[src/rtl/dpd_pkg.sv]
package dpd_pkg;
  typedef enum logic [1:0] {
    PD_PRECHG   = 2'd0,
    PD_ACT_FAST = 2'd1,
    PD_ACT_SLOW = 2'd2
  } pd_kind_e;

  typedef enum logic [1:0] {
    ST_RUN   = 2'd0,
    ST_SLEEP = 2'd1,
    ST_WAKE  = 2'd2
  } seq_st_e;
endpackage

[src/rtl/dpd_timer.sv]
module dpd_timer #(
  parameter int W = 8
) (
  input  logic         clk,
  input  logic         rst_n,
  input  logic         load,
  input  logic [W-1:0] load_val,
  output logic         expired
);
  logic [W-1:0] cnt;

  always_ff @(posedge clk) begin
    if (!rst_n)            cnt <= '0;
    else if (load)         cnt <= load_val;
    else if (cnt != '0)    cnt <= cnt - W'(1);
  end

  // window of N cycles closes on the edge where the count reaches one
  assign expired = (cnt <= W'(1));
endmodule

[src/rtl/dpd_mode_sel.sv]
module dpd_mode_sel
  import dpd_pkg::*;
#(
  parameter int NB = 4,
  parameter int W  = 8
) (
  input  logic [NB-1:0] bank_open,
  input  logic          slow_exit,
  input  pd_kind_e      kind_q,
  input  logic [W-1:0]  t_xp,
  input  logic [W-1:0]  t_xard,
  input  logic [W-1:0]  t_xards,
  output pd_kind_e      kind_now,
  output logic [W-1:0]  exit_lat
);
  always_comb begin
    if (|bank_open) kind_now = slow_exit ? PD_ACT_SLOW : PD_ACT_FAST;
    else            kind_now = PD_PRECHG;
  end

  always_comb begin
    case (kind_q)
      PD_ACT_FAST: exit_lat = t_xard;
      PD_ACT_SLOW: exit_lat = t_xards;
      default:     exit_lat = t_xp;
    endcase
  end
endmodule

[src/rtl/dram_pd_seq.sv]
module dram_pd_seq
  import dpd_pkg::*;
#(
  parameter int NBANK = 4,
  parameter int CW    = 8,
  parameter int CMDW  = 3
) (
  input  logic             clk,
  input  logic             rst_n,
  input  logic             pd_req,
  input  logic [NBANK-1:0] bank_open,
  input  logic             wake_req,
  input  logic             refresh_urgent,
  input  logic [CW-1:0]    cfg_t_cke,
  input  logic [CW-1:0]    cfg_t_xp,
  input  logic [CW-1:0]    cfg_t_xard,
  input  logic [CW-1:0]    cfg_t_xards,
  input  logic [CW-1:0]    cfg_t_refi,
  input  logic             cfg_slow_exit,
  input  logic [CMDW-1:0]  cmd_in,
  output logic             cke,
  output logic [CMDW-1:0]  cmd_out,
  output logic             cmd_ready
);
  localparam int BW = CW + 4;          // holds 9 x refresh interval
  localparam int LW = CW + 5;          // checker run-length counters
  localparam logic [CMDW-1:0] NOP = '1;

  seq_st_e  st;
  pd_kind_e kind_q, kind_now;
  logic     wake_pend;
  logic     cke_exp, exit_exp, bud_exp;
  logic     enter, leave;
  logic [CW-1:0] exit_lat;
  logic [BW-1:0] budget;

  assign budget = ({4'b0, cfg_t_refi} << 3) + {4'b0, cfg_t_refi};

  dpd_mode_sel #(.NB(NBANK), .W(CW)) u_mode (
    .bank_open (bank_open),
    .slow_exit (cfg_slow_exit),
    .kind_q    (kind_q),
    .t_xp      (cfg_t_xp),
    .t_xard    (cfg_t_xard),
    .t_xards   (cfg_t_xards),
    .kind_now  (kind_now),
    .exit_lat  (exit_lat)
  );

  // one timer covers both the low and the high pulse window
  dpd_timer #(.W(CW)) u_cke_tmr (
    .clk(clk), .rst_n(rst_n), .load(enter | leave),
    .load_val(cfg_t_cke), .expired(cke_exp)
  );

  dpd_timer #(.W(CW)) u_exit_tmr (
    .clk(clk), .rst_n(rst_n), .load(leave),
    .load_val(exit_lat), .expired(exit_exp)
  );

  dpd_timer #(.W(BW)) u_bud_tmr (
    .clk(clk), .rst_n(rst_n), .load(enter),
    .load_val(budget), .expired(bud_exp)
  );

  assign enter = (st == ST_RUN) && pd_req && !wake_req && !refresh_urgent && cke_exp;
  assign leave = (st == ST_SLEEP) && cke_exp &&
                 (wake_req || wake_pend || refresh_urgent || bud_exp);

  always_ff @(posedge clk) begin
    if (!rst_n) begin
      st        <= ST_RUN;
      kind_q    <= PD_PRECHG;
      wake_pend <= 1'b0;
      cke       <= 1'b1;
    end else begin
      case (st)
        ST_RUN: begin
          wake_pend <= 1'b0;
          if (enter) begin
            st     <= ST_SLEEP;
            cke    <= 1'b0;
            kind_q <= kind_now;
          end
        end
        ST_SLEEP: begin
          if (leave) begin
            st        <= ST_WAKE;
            cke       <= 1'b1;
            wake_pend <= 1'b0;
          end else begin
            wake_pend <= wake_pend | wake_req;
          end
        end
        ST_WAKE: begin
          if (exit_exp) st <= ST_RUN;
        end
        default: st <= ST_RUN;
      endcase
    end
  end

  assign cmd_ready = (st == ST_RUN);
  assign cmd_out   = cmd_ready ? cmd_in : NOP;

  // ---------------- checker counters and assertions ----------------
  logic [LW-1:0] lo_len, hi_len;
  logic [LW-1:0] min_cke, lat_min, sleep_cap;

  always_ff @(posedge clk) begin
    if (!rst_n) begin
      lo_len <= '0;
      hi_len <= '1;
    end else begin
      lo_len <= cke ? '0 : ((lo_len != '1) ? lo_len + LW'(1) : lo_len);
      hi_len <= !cke ? '0 : ((hi_len != '1) ? hi_len + LW'(1) : hi_len);
    end
  end

  assign min_cke   = (cfg_t_cke == '0) ? LW'(1) : LW'(cfg_t_cke);
  assign lat_min   = (exit_lat == '0) ? LW'(1) : LW'(exit_lat);
  assign sleep_cap = (LW'(budget) > min_cke) ? LW'(budget) : min_cke;

  AST_READY_NEEDS_CKE: assert property (@(posedge clk) disable iff (!rst_n)
    cmd_ready |-> cke);
  AST_NOP_ON_ENTRY: assert property (@(posedge clk) disable iff (!rst_n)
    $fell(cke) |-> (cmd_out == NOP) && !cmd_ready);
  AST_MIN_CKE_LOW: assert property (@(posedge clk) disable iff (!rst_n)
    $rose(cke) |-> lo_len >= min_cke);
  AST_MIN_CKE_HIGH: assert property (@(posedge clk) disable iff (!rst_n)
    $fell(cke) |-> hi_len >= min_cke);
  AST_SLEEP_BUDGET: assert property (@(posedge clk) disable iff (!rst_n)
    !cke |-> lo_len < sleep_cap);
  AST_EXIT_LATENCY: assert property (@(posedge clk) disable iff (!rst_n)
    $rose(cmd_ready) |-> hi_len >= lat_min);
endmodule

[config.mk]
export PLATFORM = sky130hd
export DESIGN_NAME = dram_pd_seq
export DESIGN_NICKNAME = d
export VERILOG_FILES = /design/src/rtl/dpd_pkg.sv /design/src/rtl/dpd_timer.sv /design/src/rtl/dpd_mode_sel.sv /design/src/rtl/dram_pd_seq.sv
export SDC_FILE = /design/constraint.sdc
export NUM_CORES = 1
export LEC_CHECK = 0
export BUFFER_PORTS_ARGS = -buffer_cell sky130_fd_sc_hd__buf_2
export CORE_MARGIN = 4
export CORE_UTILIZATION = 58
export DETAILED_ROUTE_END_ITERATION = 10
export MAX_ROUTING_LAYER = met4
export PLACE_DENSITY = 0.91
export SKIP_LAST_GASP = 1
export SYNTH_ARGS = -nofsm -noshare
export SYNTH_HDL_FRONTEND = slang
export SYNTH_SLANG_ARGS = --single-unit
[constraint.sdc]
create_clock -name clk -period 5.5 [get_ports clk]
set_clock_uncertainty 0.05 [all_clocks]
set_input_delay 1.65 -clock clk [delete_from_list [all_inputs] [get_ports clk]]
set_output_delay 1.65 -clock clk [all_outputs]
set_load 0.01 [all_outputs]
Word level (Yosys, flattened, before mapping)
Cells that the tools add are included.
- ROM bits: 0
- bits in registers: 34
- logic and storage cells: 65
- output and inout port bits: 5
- input port bits: 53
- memories kept: 0
- latch bits: 0
- RAM bits: 0
- eq/ne operators: 7
- reductions and logical operators: 23
- $mul: 0
- mux-type cells: 19
- add/subtract/negate cells: 4
- order comparisons: 3
- bitwise operators: 2
- shift operators: 0
- divide/modulo/power cells: 0
- operator list (kind ; number):
    8-bit two-way mux ; 4
    12-bit two-way mux ; 2
    8-bit by 1-bit less-or-equal comparator with 1-bit output, second input constant ; 2
    8-bit case mux with 2 select lines ; 1
    8-bit nonzero test ; 2
    8-bit by 1-bit subtractor with 8-bit output, second input constant ; 2
    11-bit by 8-bit adder with 12-bit output ; 1
    12-bit by 1-bit less-or-equal comparator with 1-bit output, second input constant ; 1
    12-bit nonzero test ; 1
    12-bit by 1-bit subtractor with 12-bit output, second input constant ; 1
    2-bit two-way mux ; 5
    2-bit nonzero test ; 4
    1-bit logical AND ; 6
    2-bit case mux with 3 select lines ; 1
    3-bit AND reduction ; 2
    2-bit by 1-bit equality test with 1-bit output, second input constant ; 2
    2-bit equality test, second input constant ; 2
    2-bit inequality test, second input constant ; 2
    1-bit case mux with 2 select lines ; 2
    4-bit OR reduction ; 1
    1-bit logical OR ; 3
    1-bit two-way mux ; 3
    3-bit two-way mux ; 1
    1-bit logical NOT ; 2
    other kinds (4) ; 5

Logic depth before layout (Yosys ltp)
Gate-level depths: netlist of run 1.
- depth in word-level cells: 7
- depth in mapped cells: 8
- depth with buffers taken out: 7

Modules after synthesis
From an unflattened synthesis of run 1, not the netlist that was laid out.
- cell total of the unflattened synthesis: 323
- area, all modules: 2602.5 um2
- by module, submodules not included (module ; instances ; seq. area each (um2) ; cells an instance ; area each (um2)):
    dpd_timer (u_cke_tmr ...) ; 2 ; 160.2 ; 58 ; 498.0
    dpd_timer (u_bud_tmr) ; 1 ; 240.2 ; 92 ; 749.5
    dram_pd_seq ; 1 ; 120.1 ; 81 ; 641.9
    dpd_mode_sel ; 1 ; 0.0 ; 34 ; 215.2

Worst setup path before layout of run 1
OpenSTA, ideal clock, no wires.
- path kind: input-to-output
- start: in cmd_in[0]
- end: out cmd_out[0]
- buffers on the path: 0
- data required time: 3.800 ns
- data arrival time: 1.999 ns
- slack: 1.801 ns
- cell stages on the path: 1
- path through: or3_1
- cells in the longest elaborated chain, start to end: 1
- RTL lines (what ; RTL line ; text):
    start, declared ; dram_pd_seq.sv:20 ; input logic [CMDW-1:0] cmd_in,
    3-bit two-way mux ; dram_pd_seq.sv:104 ; assign cmd_out = cmd_ready ? cmd_in : NOP;
    end, declared ; dram_pd_seq.sv:22 ; output logic [CMDW-1:0] cmd_out,
No other way between the ends.

Final worst setup path of run 1
- start: in cmd_in[1]
- end: out cmd_out[1]
The elaborated chain is that of the path after synthesis.

==> results.py, run 1 <==
metrics = {
    "logic_synthesis": {
        "synth.avg_cell_area_um2": 7.93,
        "yosys.area.top_type": "dfxtp_1",
        "synth_most_common_cell": "dfxtp_1",
        "synth_commonest_cells": "dfxtp_1, nand2_1, nor2_1",
        "synth.net_count": 368,
        "syn_area_mm2": 0.00237,
        "synthArstFlopShare_pct": 0,
        "ys_warn_count": 0,
        "ys.flop_type": "dfxtp_1",
        "ys_ff_latch": 34,
        "yosysTopAreaCellShare_pct": 28.7,
        "synth_cell_type_count": 49,
        "synth_edf_count": 0,
        "syn-instance-count": 299,
        "yosysSeqAreaShare_pct": 28.7,
        "synth.area.top_cells": "dfxtp_1, ha_1, xor2_1",
    },
    "routing": {
        "via_per_inst": 6.06,
        "avgRoutedWirePerCell_um": 15.2,
        "drtIter0Drc": 138,
        "drt_first_pass_iters": 4,
        "remaining_drc_errors": 0,
        "vias": 2411,
        "routed_wl_mm": 6.05,
        "ant_nets": 0,
    },
    "clock_network": {
        "cts_resized": 0,
        "cts_tree": "yes",
        "clock-sinks": 34,
        "cts_max_path_buffers": 2,
        "cts_root_buf": "clkbuf_8",
        "insertion_delay_ns": 0.29,
        "cts_max_level": 2,
        "postCtsSetupRepairBufs": 0,
        "postCtsHoldBufs": 0,
        "clk_pin_slew_ns": 0.07,
        "cts_buffers": 5,
    },
    "setup_path": {
        "worstPathMaxFanout": 1,
        "critPathCaptureType": "output pin",
        "rr_startpoint": "u_cke_tmr.cnt[0]",
        "r2r_slack_ns": 2.88,
        "crit_path_start": "cmd_in[1]",
        "slowest_delay_ns": 0.30,
        "r2r_end": "u_bud_tmr.cnt[8]",
        "startpoint_type": "input pin",
        "critPathKind": "input pin to output pin",
        "cp_common_cell": "buf_2",
        "reg2reg_depth": 6,
        "critPathSlowestCell": "or3_1",
        "critPathTopFamily": "simple AND/OR/NAND/NOR gates",
        "crit_arrival_ns": 2.19,
        "path_buf_inv": 2,
        "crit_chain": "buf_2, or3_1, buf_2",
        "crit_required_ns": 3.80,
    },
    "run": {
        "cap_violations": 0,
    },
    "grt": {
        "grt_antenna_before_repair": 0,
        "grt_pass1_wl_mm": 9.87,
        "grt_pass1_vias": 2251,
        "grt_max_degree": 27,
        "grt-ovfl-total": 0,
        "grt_util_all_layers_pct": 24.7,
    },
    "placement": {
        "place.gp.congestion": 0.931,
        "port_buffers": 57,
        "hpwlAfterDp_mm": 4.41,
        "numPlacedInstances": 390,
    },
    "hold_path": {
        "hold_path_depth": 2,
        "hp-class": "flip-flop to flip-flop",
        "hold_path_end": "kind_q[1]",
        "min_from": "kind_q[1]",
    },
    "power": {
        "power_uw": 1430,
        "p_per_area_mw_per_mm2": 515,
        "p_leak_uw": 0.00114,
        "worst_ir_drop_vdd_uv": 278,
    },
    "floorplan": {
        "core_area_mm2": 0.00380,
        "rows": 22,
        "fp.dieW_um": 72.0,
        "ios": 58,
        "die-area_mm2": 0.00518,
        "die_h_um": 72.0,
        "start_util_pct": 62.5,
    },
    "finish": {
        "diodes": 0,
        "final_util_pct": 73.0,
        "fillCellCount": 305,
        "layout-drive-gt1-share_pct": 21.1,
        "nets": 418,
        "areaGrowthSynthToFinish_pct": 16.8,
        "layout.cells.non_filler": 398,
    },
    "timing": {
        "max_freq_mhz": 257,
        "tightest_slew_ns": 0.891,
        "slew_headroom_pct": 40.4,
        "finalSetupViolCount": 0,
        "rsz0062_at_grt": "false",
        "finalSetupTns_ns": 0,
        "drv_slew": 0,
        "fin_hold_ws_ns": 0.437,
        "final_hold_viol_count": 0,
        "layout_min_cycle_time_ns": 3.89,
        "fin_crit_sh_pct": 70.7,
    },
    "run_status": {
        "outcome": "completed",
    },
}
==> flip-flops by register name, indices dropped and copies added (netlist names) <==
register        count
st                  2
wake_pend           1
cke                 1
kind_q              2
u_cke_tmr.cnt       8
u_bud_tmr.cnt      12
u_exit_tmr.cnt      8
==> cell families (layout without fill, tap and decap cells) <==
kind of cell	after synthesis	after routing	share of synthesized area (%)
buf+inv	27	78	4.38
simple gates	118	118	25.9
fa+ha+maj	16	16	8.76
compound gates	78	78	22.2
xor+xnor	19	19	7.01
mux	7	7	3.11
flops	34	34	28.7
==> layout make-up <==
class,count,area [µm²],area share (%)
tap,48,60.1,2.17
sequential,34,681,24.6
clock inverter,3,40.0,1.44
inverter,13,48.8,1.76
multi-input combinational,238,1590,57.3
timing repair buffer,57,285,10.3
clock buffer,5,68.8,2.48
==> where the power goes <==
group	leakage (µW)	total [µW]	internal (µW)	switching (µW)
combinational	0.000803	753	344	409
clock	0.0000579	227	133	93.8
sequential	0.000280	446	337	110
==> through the flow <==
stage | instance area [µm²] | setup slack, ns
3_3_place_gp | 2660 | 1.63
4_1_cts | 2770 | 1.60
2_1_floorplan | 2370 | 1.80
5_1_grt | 2770 | 1.59
6_report | 2770 | 1.61
3_5_place_dp | 2660 | 1.61
==> worst register-to-register path: stages, from the launching register on <==
cell and delay (ns):
dfxtp_1 0.37, inv_1 0.10, ha_1 0.25, o211ai_1 0.70, nor2_1 0.44, and3_1 0.31
a221o_1 0.28
==> per-layer routing <==
metal  share of wire, %  up-vias  track usage, %
met1                 42     1105            28.4
li1                   -     1195               -
met4                2.0        0            11.3
met5                  0        -               -
met2                 49       99            41.0
met3                6.7       12            5.54
==> layout by cell type, fill, tap and decap left out, types with 2 or more instances in the layout <==
cell	netlist	final
mux2_2	3	3
or4_1	3	3
clkinv_2	0	2
or3_1	8	8
o211ai_1	5	5
nor4_1	5	5
nand4_1	3	3
buf_2	2	57
nor4_4	2	2
mux2i_1	4	4
nand3b_1	2	2
clkbuf_8	0	5
o31ai_1	7	7
o2111ai_1	4	4
xor2_1	14	14
nand2_1	29	29
nor2_1	28	28
nand2b_1	2	2
inv_1	13	13
a211oi_1	8	8
a22oi_1	8	8
dfxtp_1	34	34
nor3b_1	3	3
nor3_1	12	12
a21oi_1	24	24
or2_1	2	2
nand3_1	14	14
o21ai_0	7	7
ha_1	15	15
xnor2_1	5	5
a2bb2oi_1	2	2
==> worst max-delay path by stage <==
stage	end	slack (ns)	cells after the start
after floorplan	cmd_out[0]	1.80	1
after global placement	cmd_out[1]	1.63	3
after detailed placement	cmd_out[1]	1.61	3
after CTS	cmd_out[1]	1.60	3
after global routing	cmd_out[1]	1.59	3
final	cmd_out[1]	1.61	3
No activity file was read; power rests on OpenSTA's default activity.
==> inputs of run 2 (changes only) <==
CORE_UTILIZATION = 54   (was 58)
PLACE_DENSITY = 0.86   (was 0.91)
clock period = 3.78 ns   (was 5.5 ns; I/O delays follow)
==> run 2 against run 1 <==
Net effect: via count down 1.2%; clock power up 22%; combinational power up 46%; critical path depth unchanged; worst hold slack worse by 0.0066 ns; routed wire length down 4.3%; core utilization down 6.0 points; critical path type unchanged; largest cell class unchanged.
==> results.py, run 2 (synthesis results as in run 1) <==
metrics = {
    "setup_path": {
        "critPathKind": "input pin to output pin",
        "worstPathMaxFanout": 1,
        "critPathCaptureType": "output pin",
        "cp_common_cell": "buf_2",
        "startpoint_type": "input pin",
        "crit_arrival_ns": 1.67,
        "slowest_delay_ns": 0.29,
        "crit_chain": "buf_2, or3_1, buf_2",
        "crit_required_ns": 2.60,
        "reg2reg_depth": 6,
        "critPathSlowestCell": "or3_1",
        "crit_path_start": "cmd_in[1]",
        "rr_startpoint": "u_cke_tmr.cnt[0]",
    },
    "clock_network": {
        "cts_resized": 0,
        "cts_tree": "yes",
        "cts_max_path_buffers": 2,
        "clock-sinks": 34,
        "postCtsHoldBufs": 0,
        "cts_buffers": 5,
        "cts_max_level": 2,
        "insertion_delay_ns": 0.29,
        "cts_root_buf": "clkbuf_8",
        "postCtsSetupRepairBufs": 0,
        "clk_pin_slew_ns": 0.07,
    },
    "routing": {
        "ant_nets": 0,
        "drtIter0Drc": 157,
        "vias": 2383,
        "remaining_drc_errors": 0,
        "avgRoutedWirePerCell_um": 14.5,
        "drt_first_pass_iters": 4,
        "via_per_inst": 5.96,
        "routed_wl_mm": 5.79,
    },
    "placement": {
        "hpwlAfterDp_mm": 4.31,
        "place.gp.congestion": 0.853,
        "numPlacedInstances": 392,
        "port_buffers": 57,
    },
    "timing": {
        "tightest_slew_ns": 0.900,
        "layout_min_cycle_time_ns": 2.85,
        "finalSetupTns_ns": 0,
        "drv_slew": 0,
        "rsz0062_at_grt": "false",
        "max_freq_mhz": 351,
        "finalSetupViolCount": 0,
        "slew_headroom_pct": 39.7,
        "fin_crit_sh_pct": 75.4,
        "final_hold_viol_count": 0,
    },
    "finish": {
        "layout-drive-gt1-share_pct": 20.9,
        "diodes": 0,
        "top_regs": "u_bud_tmr.cnt: 12 flops, u_cke_tmr.cnt: 8 flops, u_exit_tmr.cnt: 8 flops",
        "final_common_cell": "buf_2",
        "regMostFlops": "u_bud_tmr.cnt",
        "layout.cells.non_filler": 400,
        "nets": 418,
        "areaGrowthSynthToFinish_pct": 16.2,
        "final_cell_mix": "buf_2, dfxtp_1, nand2_1",
        "largest_reg_flops": 12,
    },
    "floorplan": {
        "core_area_mm2": 0.00412,
        "die-area_mm2": 0.00552,
        "rows": 23,
        "start_util_pct": 57.6,
        "ios": 58,
        "die_h_um": 74.3,
        "fp.dieW_um": 74.3,
    },
    "hold_path": {
        "hp-class": "flip-flop to flip-flop",
        "min_from": "kind_q[0]",
        "hold_path_depth": 2,
    },
    "power": {
        "worst_ir_drop_vdd_uv": 360,
        "p_per_area_mw_per_mm2": 734,
        "p_leak_uw": 0.00113,
    },
    "grt": {
        "met2_usage_pct": 39.9,
        "grtUsageMet3_pct": 3.65,
        "grt_util_all_layers_pct": 23.0,
        "grt_pass1_vias": 2238,
        "grt_antenna_before_repair": 0,
        "grtUsageMet1_pct": 27.1,
        "busiest_layer": "met2",
        "grt_max_degree": 27,
        "grt_pass1_wl_mm": 9.72,
        "grt-ovfl-total": 0,
    },
    "run_status": {
        "outcome": "completed",
    },
    "run": {
        "cap_violations": 0,
    },
}
run 2: power by group:
part	switching, µW	internal [µW]
Combinational	601	501
Clock	130	147
Sequential	154	490
run 2: per-stage QoR:
step	hold WS (ns)	total power, µW	utilization (%)	worst slack, ns	area [µm²]
after floorplan	0.399	1490	-	1.11	2370
after global placement	0.409	1680	64.8	0.941	2670
after detailed placement	0.420	1720	64.8	0.923	2670
after CTS	0.430	2020	67.0	0.924	2760
after global routing	0.443	2190	67.0	0.889	2760
final	0.430	2020	67.0	0.931	2760
run 2: layer usage:
layer	wire [µm]	part of all wire, %
met1	2470	43
met2	2860	49
met3	360	6.2
met4	87	1.5
met5	0	0
run 2: worst paths after layout:
check,endpoint,slack [ns]
max reg2reg,u_bud_tmr.cnt[8],1.13
max,cmd_out[1],0.93
min,kind_q[0],0.43
min reg2reg,kind_q[0],0.43
run 2: final cells by class:
cell class / instances / area (µm²)
multi-input cells: 238 / 1590
fillers: 364 / 1360
flip-flops and latches: 34 / 681
repair buffers: 57 / 285
clock buffers: 7 / 86.3
well taps: 50 / 62.6
inverters: 13 / 48.8
clock inverters: 1 / 5.00
run 2: critical path: cells and delay by family:
family | cells | cell delay (ns)
simple gates | 1 | 0.29
buf+inv | 2 | 0.23
